$ cat config.mk
export PLATFORM = sky130hd
export DESIGN_NAME = mw_sleep_ctl
export DESIGN_NICKNAME = d
export VERILOG_FILES = /design/src/rtl/mw_pkg.sv /design/src/rtl/mw_arm.sv /design/src/rtl/mw_screen.sv /design/src/rtl/mw_tmo.sv /design/src/rtl/mw_wake.sv /design/src/rtl/mw_sleep_ctl.sv
export SDC_FILE = /design/constraint.sdc
export NUM_CORES = 1
export LEC_CHECK = 0
export ABC_AREA = 1
export BUFFER_PORTS_ARGS = -buffer_cell sky130_fd_sc_hd__buf_2
export CAP_MARGIN = 20
export CORE_AREA = 4 4 84 106
export CTS_CLUSTER_SIZE = 16
export DETAILED_ROUTE_END_ITERATION = 10
export DIE_AREA = 0 0 88 110
export GPL_TIMING_DRIVEN = 1
export PLACE_DENSITY = 0.84
export SLEW_MARGIN = 20
export SYNTH_ARGS = -nofsm -noshare
export SYNTH_HDL_FRONTEND = slang
export SYNTH_HIERARCHICAL = 1
export SYNTH_SLANG_ARGS = --single-unit
$ cat constraint.sdc
create_clock -name clk -period 1.8 [get_ports clk]
set_input_delay 0.36 -clock clk [delete_from_list [all_inputs] [get_ports clk]]
set_output_delay 0.36 -clock clk [all_outputs]
set_load 0.02 [all_outputs]
$ cat src/rtl/mw_pkg.sv
package mw_pkg;
  typedef enum logic [2:0] {
    RES_NEXT = 3'd0,
    RES_INTR = 3'd1,
    RES_SMI  = 3'd2,
    RES_DBG  = 3'd3,
    RES_MCE  = 3'd4,
    RES_INIT = 3'd5
  } res_e;

  typedef enum logic {
    ST_IDLE  = 1'b0,
    ST_SLEEP = 1'b1
  } st_e;

  // event vector bit positions fed to the wake arbiter
  localparam int EV_IRQ   = 0;
  localparam int EV_NMI   = 1;
  localparam int EV_SMI   = 2;
  localparam int EV_DBG   = 3;
  localparam int EV_MCE   = 4;
  localparam int EV_BINIT = 5;
  localparam int EV_INIT  = 6;
  localparam int EV_RST   = 7;
  localparam int EV_N     = 8;
endpackage

$ cat src/rtl/mw_arm.sv
module mw_arm #(
  parameter int AW     = 32,
  parameter int LINE_B = 6
) (
  input  logic          clk,
  input  logic          rst,
  input  logic          set_req,
  input  logic          set_ok,
  input  logic [AW-1:0] set_addr,
  input  logic          clr,
  input  logic          snp_vld,
  input  logic [AW-1:0] snp_addr,
  output logic          armed,
  output logic          hit
);
  localparam logic [AW-1:0] LMASK = {{(AW-LINE_B){1'b1}}, {LINE_B{1'b0}}};

  logic [AW-1:0] base_q;

  // a new arm request wins over a clear in the same cycle
  always_ff @(posedge clk) begin
    if (rst) begin
      armed  <= 1'b0;
      base_q <= '0;
    end else if (set_req) begin
      armed  <= set_ok;
      base_q <= set_addr & LMASK;
    end else if (clr) begin
      armed  <= 1'b0;
    end
  end

  assign hit = armed && snp_vld && ((snp_addr & LMASK) == base_q);
endmodule

$ cat src/rtl/mw_screen.sv
module mw_screen #(
  parameter int DW = 32
) (
  input  logic          feat_off,
  input  logic [DW-1:0] ext,
  output logic          ud,
  output logic          gp
);
  // the disabled-feature fault masks the operand check
  assign ud = feat_off;
  assign gp = !feat_off && (|ext);
endmodule

$ cat src/rtl/mw_tmo.sv
module mw_tmo #(
  parameter int TW = 16
) (
  input  logic          clk,
  input  logic          rst,
  input  logic          run,
  input  logic [TW-1:0] limit,
  output logic          expire
);
  logic [TW-1:0] cnt;

  always_ff @(posedge clk) begin
    if (rst || !run) begin
      cnt <= '0;
    end else if (cnt != {TW{1'b1}}) begin
      cnt <= cnt + 1'b1;
    end
  end

  assign expire = run && (limit != '0) && (cnt == limit);
endmodule

$ cat src/rtl/mw_wake.sv
module mw_wake
  import mw_pkg::*;
(
  input  logic [EV_N-1:0] ev,
  input  logic            ie_lat,
  input  logic            hit,
  input  logic            tmo,
  output logic            wake,
  output res_e            code
);
  always_comb begin
    wake = 1'b1;
    code = RES_NEXT;
    if (ev[EV_RST] || ev[EV_INIT] || ev[EV_BINIT]) begin
      code = RES_INIT;
    end else if (ev[EV_MCE]) begin
      code = RES_MCE;
    end else if (ev[EV_DBG]) begin
      code = RES_DBG;
    end else if (ev[EV_SMI]) begin
      code = RES_SMI;
    end else if (ev[EV_NMI] || (ev[EV_IRQ] && ie_lat)) begin
      code = RES_INTR;
    end else if (hit || tmo) begin
      code = RES_NEXT;
    end else begin
      wake = 1'b0;
    end
  end
endmodule

$ cat src/rtl/mw_sleep_ctl.sv
module mw_sleep_ctl
  import mw_pkg::*;
#(
  parameter int AW     = 32,
  parameter int DW     = 32,
  parameter int HINT_W = 8,
  parameter int LINE_B = 6,
  parameter int TW     = 16
) (
  input  logic              clk,
  input  logic              rst,
  input  logic              mon_req,
  input  logic              mon_ok,
  input  logic [AW-1:0]     mon_addr,
  input  logic              wt_req,
  input  logic [DW-1:0]     wt_hint,
  input  logic [DW-1:0]     wt_ext,
  input  logic              ie,
  input  logic              feat_off,
  input  logic [TW-1:0]     tmo_limit,
  input  logic              snp_vld,
  input  logic [AW-1:0]     snp_addr,
  input  logic              ev_irq,
  input  logic              ev_nmi,
  input  logic              ev_smi,
  input  logic              ev_dbg,
  input  logic              ev_mce,
  input  logic              ev_binit,
  input  logic              ev_init,
  input  logic              ev_rst,
  output logic              armed,
  output logic              asleep,
  output logic [HINT_W-1:0] sleep_hint,
  output logic              done,
  output logic [2:0]        done_code,
  output logic              flt_gp,
  output logic              flt_ud,
  output logic              feat_flag
);
  st_e             st;
  logic            ie_lat;
  logic            idle;
  logic            hit;
  logic            wake;
  res_e            wcode;
  logic            tmo;
  logic            f_ud;
  logic            f_gp;
  logic [EV_N-1:0] ev;
  logic            unused_hint_hi;

  assign idle   = (st == ST_IDLE);
  assign asleep = (st == ST_SLEEP);

  assign ev[EV_IRQ]   = ev_irq;
  assign ev[EV_NMI]   = ev_nmi;
  assign ev[EV_SMI]   = ev_smi;
  assign ev[EV_DBG]   = ev_dbg;
  assign ev[EV_MCE]   = ev_mce;
  assign ev[EV_BINIT] = ev_binit;
  assign ev[EV_INIT]  = ev_init;
  assign ev[EV_RST]   = ev_rst;

  // hint bits above the depth field are reserved and discarded
  assign unused_hint_hi = ^wt_hint[DW-1:HINT_W];

  mw_arm #(.AW(AW), .LINE_B(LINE_B)) u_arm (
    .clk      (clk),
    .rst      (rst),
    .set_req  (mon_req && idle),
    .set_ok   (mon_ok),
    .set_addr (mon_addr),
    .clr      ((asleep && wake) || (idle && hit)),
    .snp_vld  (snp_vld),
    .snp_addr (snp_addr),
    .armed    (armed),
    .hit      (hit)
  );

  mw_screen #(.DW(DW)) u_scr (
    .feat_off (feat_off),
    .ext      (wt_ext),
    .ud       (f_ud),
    .gp       (f_gp)
  );

  mw_tmo #(.TW(TW)) u_tmo (
    .clk    (clk),
    .rst    (rst),
    .run    (asleep),
    .limit  (tmo_limit),
    .expire (tmo)
  );

  mw_wake u_wake (
    .ev     (ev),
    .ie_lat (ie_lat),
    .hit    (hit),
    .tmo    (tmo),
    .wake   (wake),
    .code   (wcode)
  );

  always_ff @(posedge clk) begin
    if (rst) begin
      st         <= ST_IDLE;
      ie_lat     <= 1'b0;
      sleep_hint <= '0;
      done       <= 1'b0;
      done_code  <= RES_NEXT;
      flt_gp     <= 1'b0;
      flt_ud     <= 1'b0;
      feat_flag  <= 1'b0;
    end else begin
      done      <= 1'b0;
      flt_gp    <= 1'b0;
      flt_ud    <= 1'b0;
      feat_flag <= !feat_off;
      unique case (st)
        ST_IDLE: begin
          if (wt_req) begin
            if (f_ud) begin
              flt_ud <= 1'b1;
            end else if (f_gp) begin
              flt_gp <= 1'b1;
            end else if (armed && !hit) begin
              st         <= ST_SLEEP;
              ie_lat     <= ie;
              sleep_hint <= wt_hint[HINT_W-1:0];
            end else begin
              done      <= 1'b1;
              done_code <= RES_NEXT;
            end
          end
        end
        ST_SLEEP: begin
          if (wake) begin
            st        <= ST_IDLE;
            done      <= 1'b1;
            done_code <= wcode;
          end
        end
        default: st <= ST_IDLE;
      endcase
    end
  end
endmodule

==> results.sh <==
export IMPL_synth_distinct_cells=35
export IMPL_synth_top_area_frac=0.330
export IMPL_worst_path_stages=17
export IMPL_grt_pass1_wl_mm=16.6
export IMPL_drc=0
export IMPL_grt_pass1_vias=4001
export IMPL_ios=177
export IMPL_timing_slew_headroom=0.652
export IMPL_layout_min_cycle_time_ns=1.80
export IMPL_finalHoldWorstSlack_ns=0.259
export IMPL_path_cells="inv_2 -> nand2_1 -> nand2_1 -> nor2_2 -> nand2_1 -> nor2_1 -> nand2_1 -> nor2_2 -> nor2_1 -> nand2_1 -> nor2_2 -> nand3_2 -> nand2_4 -> o21ai_2 -> nor2_1 -> a22oi_1 -> nor2_1"
export IMPL_reg2reg_to="u_arm/armed"
export IMPL_num_rows=36
export IMPL_worstPathRequired_ns=2.01
export IMPL_die_w_um=88
export IMPL_fmax_mhz=555
export IMPL_syn_avg_cell_area_sq_um=6.08
export IMPL_viasPerCell=4.80
export IMPL_period_share=1.00
export IMPL_ys_warn_count=6
export IMPL_crit_arrival_ns=2.01
export IMPL_wl_met3_um=723
export IMPL_overflow=0
export IMPL_cap_violations=0
export IMPL_async_flop_share=0
export IMPL_dieArea_sq_um=9680
export IMPL_critPathTopFamily="simple AND/OR/NAND/NOR gates"
export IMPL_synth_area_leaders="dfxtp_1 33%, nand2_1 18%, nor2_1 14%"
export IMPL_grt_usage=0.218
export IMPL_worstMarginPinSlew_ns=0.521
export IMPL_drive_above_1_share=0.347
export IMPL_vias=4162
export IMPL_cts_tree="built"
export IMPL_syn_nets=760
export IMPL_startpoint_type="register"
export IMPL_path_class="reg2reg"
export IMPL_start_util=0.468
export IMPL_syn_to_final_growth_pct=37.1
export IMPL_reg2reg_depth=17
export IMPL_yosys_area_top_type="dfxtp_1"
export IMPL_top_layer_used="met4"
export IMPL_hold_class="in2reg"
export IMPL_clockBufferDepth=2
export IMPL_cts_root_buf="clkbuf_8"
export IMPL_setup_slack_ns=-0.000502
export IMPL_rsz0062_at_grt="true"
export IMPL_hold_viol=0
export IMPL_cpMostUsedCell="nand2_1"
export IMPL_yosys_top_cells_count="173 x nand2_1, 138 x nor2_1, 88 x inv_1"
export IMPL_antenna_found_initial=0
export IMPL_io_buffers=140
export IMPL_ant_nets=0
export IMPL_ir_drop_uv=503
export IMPL_yosysMostFrequentCell="nand2_1"
export IMPL_syn_instance_count=599
export IMPL_status="complete, but fails checks"
export IMPL_synth_seq_cells=60
export IMPL_routed_wl_mm=10.6
export IMPL_synth_edf_count=0
export IMPL_hold_buffers=0
export IMPL_drt_iter0_markers=219
export IMPL_antenna_cells=0
export IMPL_htreeDepth=3
export IMPL_max_stage_delay_ns=0.34
export IMPL_setup_violations=1
export IMPL_grt_max_degree=45
export IMPL_hpwl_mm=8.30
export IMPL_fin_worst_skew_ns=0.00933
export IMPL_critPathLaunch="u_arm/base_q[7]"
export IMPL_drv_slew=0
export IMPL_violations="negative setup slack"
export IMPL_total_power_w=0.00315
export IMPL_yosysSeqAreaShare=0.330
export IMPL_clkSinkCount=60
export IMPL_synth_flop_cell="dfxtp_1"
export IMPL_insertion_delay_ns=0.33
export IMPL_p_leak_nw=2.60
export IMPL_wl_per_cell_um=12.2
export IMPL_crit_buf_inv=1
export IMPL_syn_area_sq_um=3640
export IMPL_crit_path_top_delay_cell="dfxtp_2"
export IMPL_crit_fanout=3
export IMPL_r2r_setup_slack_ns=-0.0005
export IMPL_cellPowerDensity_nw_per_um2=631
export IMPL_met2_length_mm=5.42
export IMPL_place_congestion=0.945
export IMPL_die_y_um=110
export IMPL_clkTransAtPathRegs_ns=0.07
export IMPL_drt_met1_wl_mm=4.25
export IMPL_utilization=0.641
export IMPL_core_sq_um=7790
export IMPL_numCtsBuffers=9
export IMPL_worstSetupEndpointType="register"
export IMPL_timing_rr_start="u_arm/base_q[7]"
export IMPL_drt_first_pass_iters=7
export IMPL_layout_nets=928
export IMPL_endpoint="u_arm/armed"
-- metrics by stage --
step	TNS (ns)	instances	area, sq um	setup slack [ns]
after floorplan	0	599	3640	0.0896
after global placement	-1.19	848	4600	-0.172
after detailed placement	-2.24	848	4600	-0.227
after CTS	-0.0634	866	4850	-0.0429
after global routing	-1.55	867	5000	-0.211
final	-0.000502	867	5000	-0.000502
-- state kept, by name, indices dropped and copies added (netlist names) --
name          count
u_arm/base_q     26
u_tmo/cnt        16
sleep_hint        8
done_code         3
asleep            1
done              1
feat_flag         1
flt_gp            1
flt_ud            1
ie_lat            1
u_arm/armed       1
-- metal layers --
| metal | GRT usage | vias up |
|---|---|---|
| met5 | 0 | - |
| met2 | 0.403 | 144 |
| met3 | 0.0535 | 16 |
| met1 | 0.240 | 1831 |
| met4 | 0.0735 | 0 |
| li1 | - | 2171 |
-- worst reg2reg max path, delay by kind of cell, from the launching register on --
family | cells | cell delay (ns)
DFF | 1 | 0.34
AOI/OAI and AO/OA | 2 | 0.23
buffers and inverters | 1 | 0.04
and+or+nand+nor | 14 | 1.08
-- cell type report --
type                       count  area, sq um
fill                         705         2800
multi-input combinational    430         2120
sequential                    60         1220
timing repair buffer         169          951
inverter                      97          379
clock buffer                  12          155
tap                           95          119
clock inverter                 4         47.5
-- power breakdown --
| group | switching (W) | internal (W) | total, W |
|---|---|---|---|
| clock network | 0.000521 | 0.000711 | 0.00123 |
| registers | 0.0000285 | 0.00138 | 0.00141 |
| logic | 0.000277 | 0.000236 | 0.000513 |
| total | 0.000826 | 0.00233 | 0.00315 |
-- worst min-delay path by stage --
| stage | from | endpoint | cells after the start | slack (ns) |
|---|---|---|---|---|
| after floorplan | feat_off | feat_flag | 1 | 0.43 |
| after global placement | u_arm/base_q[24] | u_arm/base_q[24] | 2 | 0.46 |
| after detailed placement | u_arm/base_q[24] | u_arm/base_q[24] | 2 | 0.46 |
| after CTS | feat_off | feat_flag | 2 | 0.24 |
| after global routing | mon_addr[16] | u_arm/base_q[16] | 3 | 0.25 |
| final | feat_off | feat_flag | 2 | 0.26 |
-- placed cells by master, fill, tap and decap left out, types with 3 or more instances in the layout --
| cell | count |
|---|---|
| dfxtp_2 | 16 |
| nor2_1 | 122 |
| nand2_1 | 168 |
| nor2_4 | 6 |
| nand2_4 | 4 |
| xnor2_1 | 10 |
| nand2_2 | 6 |
| nor3_1 | 3 |
| a21oi_1 | 11 |
| nand3_2 | 8 |
| nor2_2 | 15 |
| dfxtp_1 | 44 |
| nand3_1 | 23 |
| a31oi_1 | 4 |
| inv_1 | 81 |
| o21ai_2 | 4 |
| buf_4 | 25 |
| clkbuf_8 | 11 |
| o21ai_1 | 3 |
| o21ai_0 | 7 |
| nand4_1 | 4 |
| a211oi_1 | 16 |
| inv_2 | 12 |
| buf_2 | 140 |
-- timing repair --
item                                    4_1_cts  5_1_grt
gates resized for setup                      19       55
setup buffers                                 2        2
endpoints found under the setup margin       14       15
gates cloned                                  0        0
pin swaps                                     7       21
-- cell families (layout without fill, tap and decap cells) --
logic type | Yosys count | count (layout) | synth area share
flip-flops | 60 | 60 | 0.330
XOR/XNOR | 12 | 12 | 0.0288
adder cells (fa/ha/maj) | 1 | 1 | 0.00343
AND/OR/NAND/NOR | 365 | 365 | 0.423
buffers and inverters | 109 | 282 | 0.125
AO/OA/AOI/OAI | 52 | 52 | 0.0896
No activity file was read; power rests on OpenSTA's default activity.
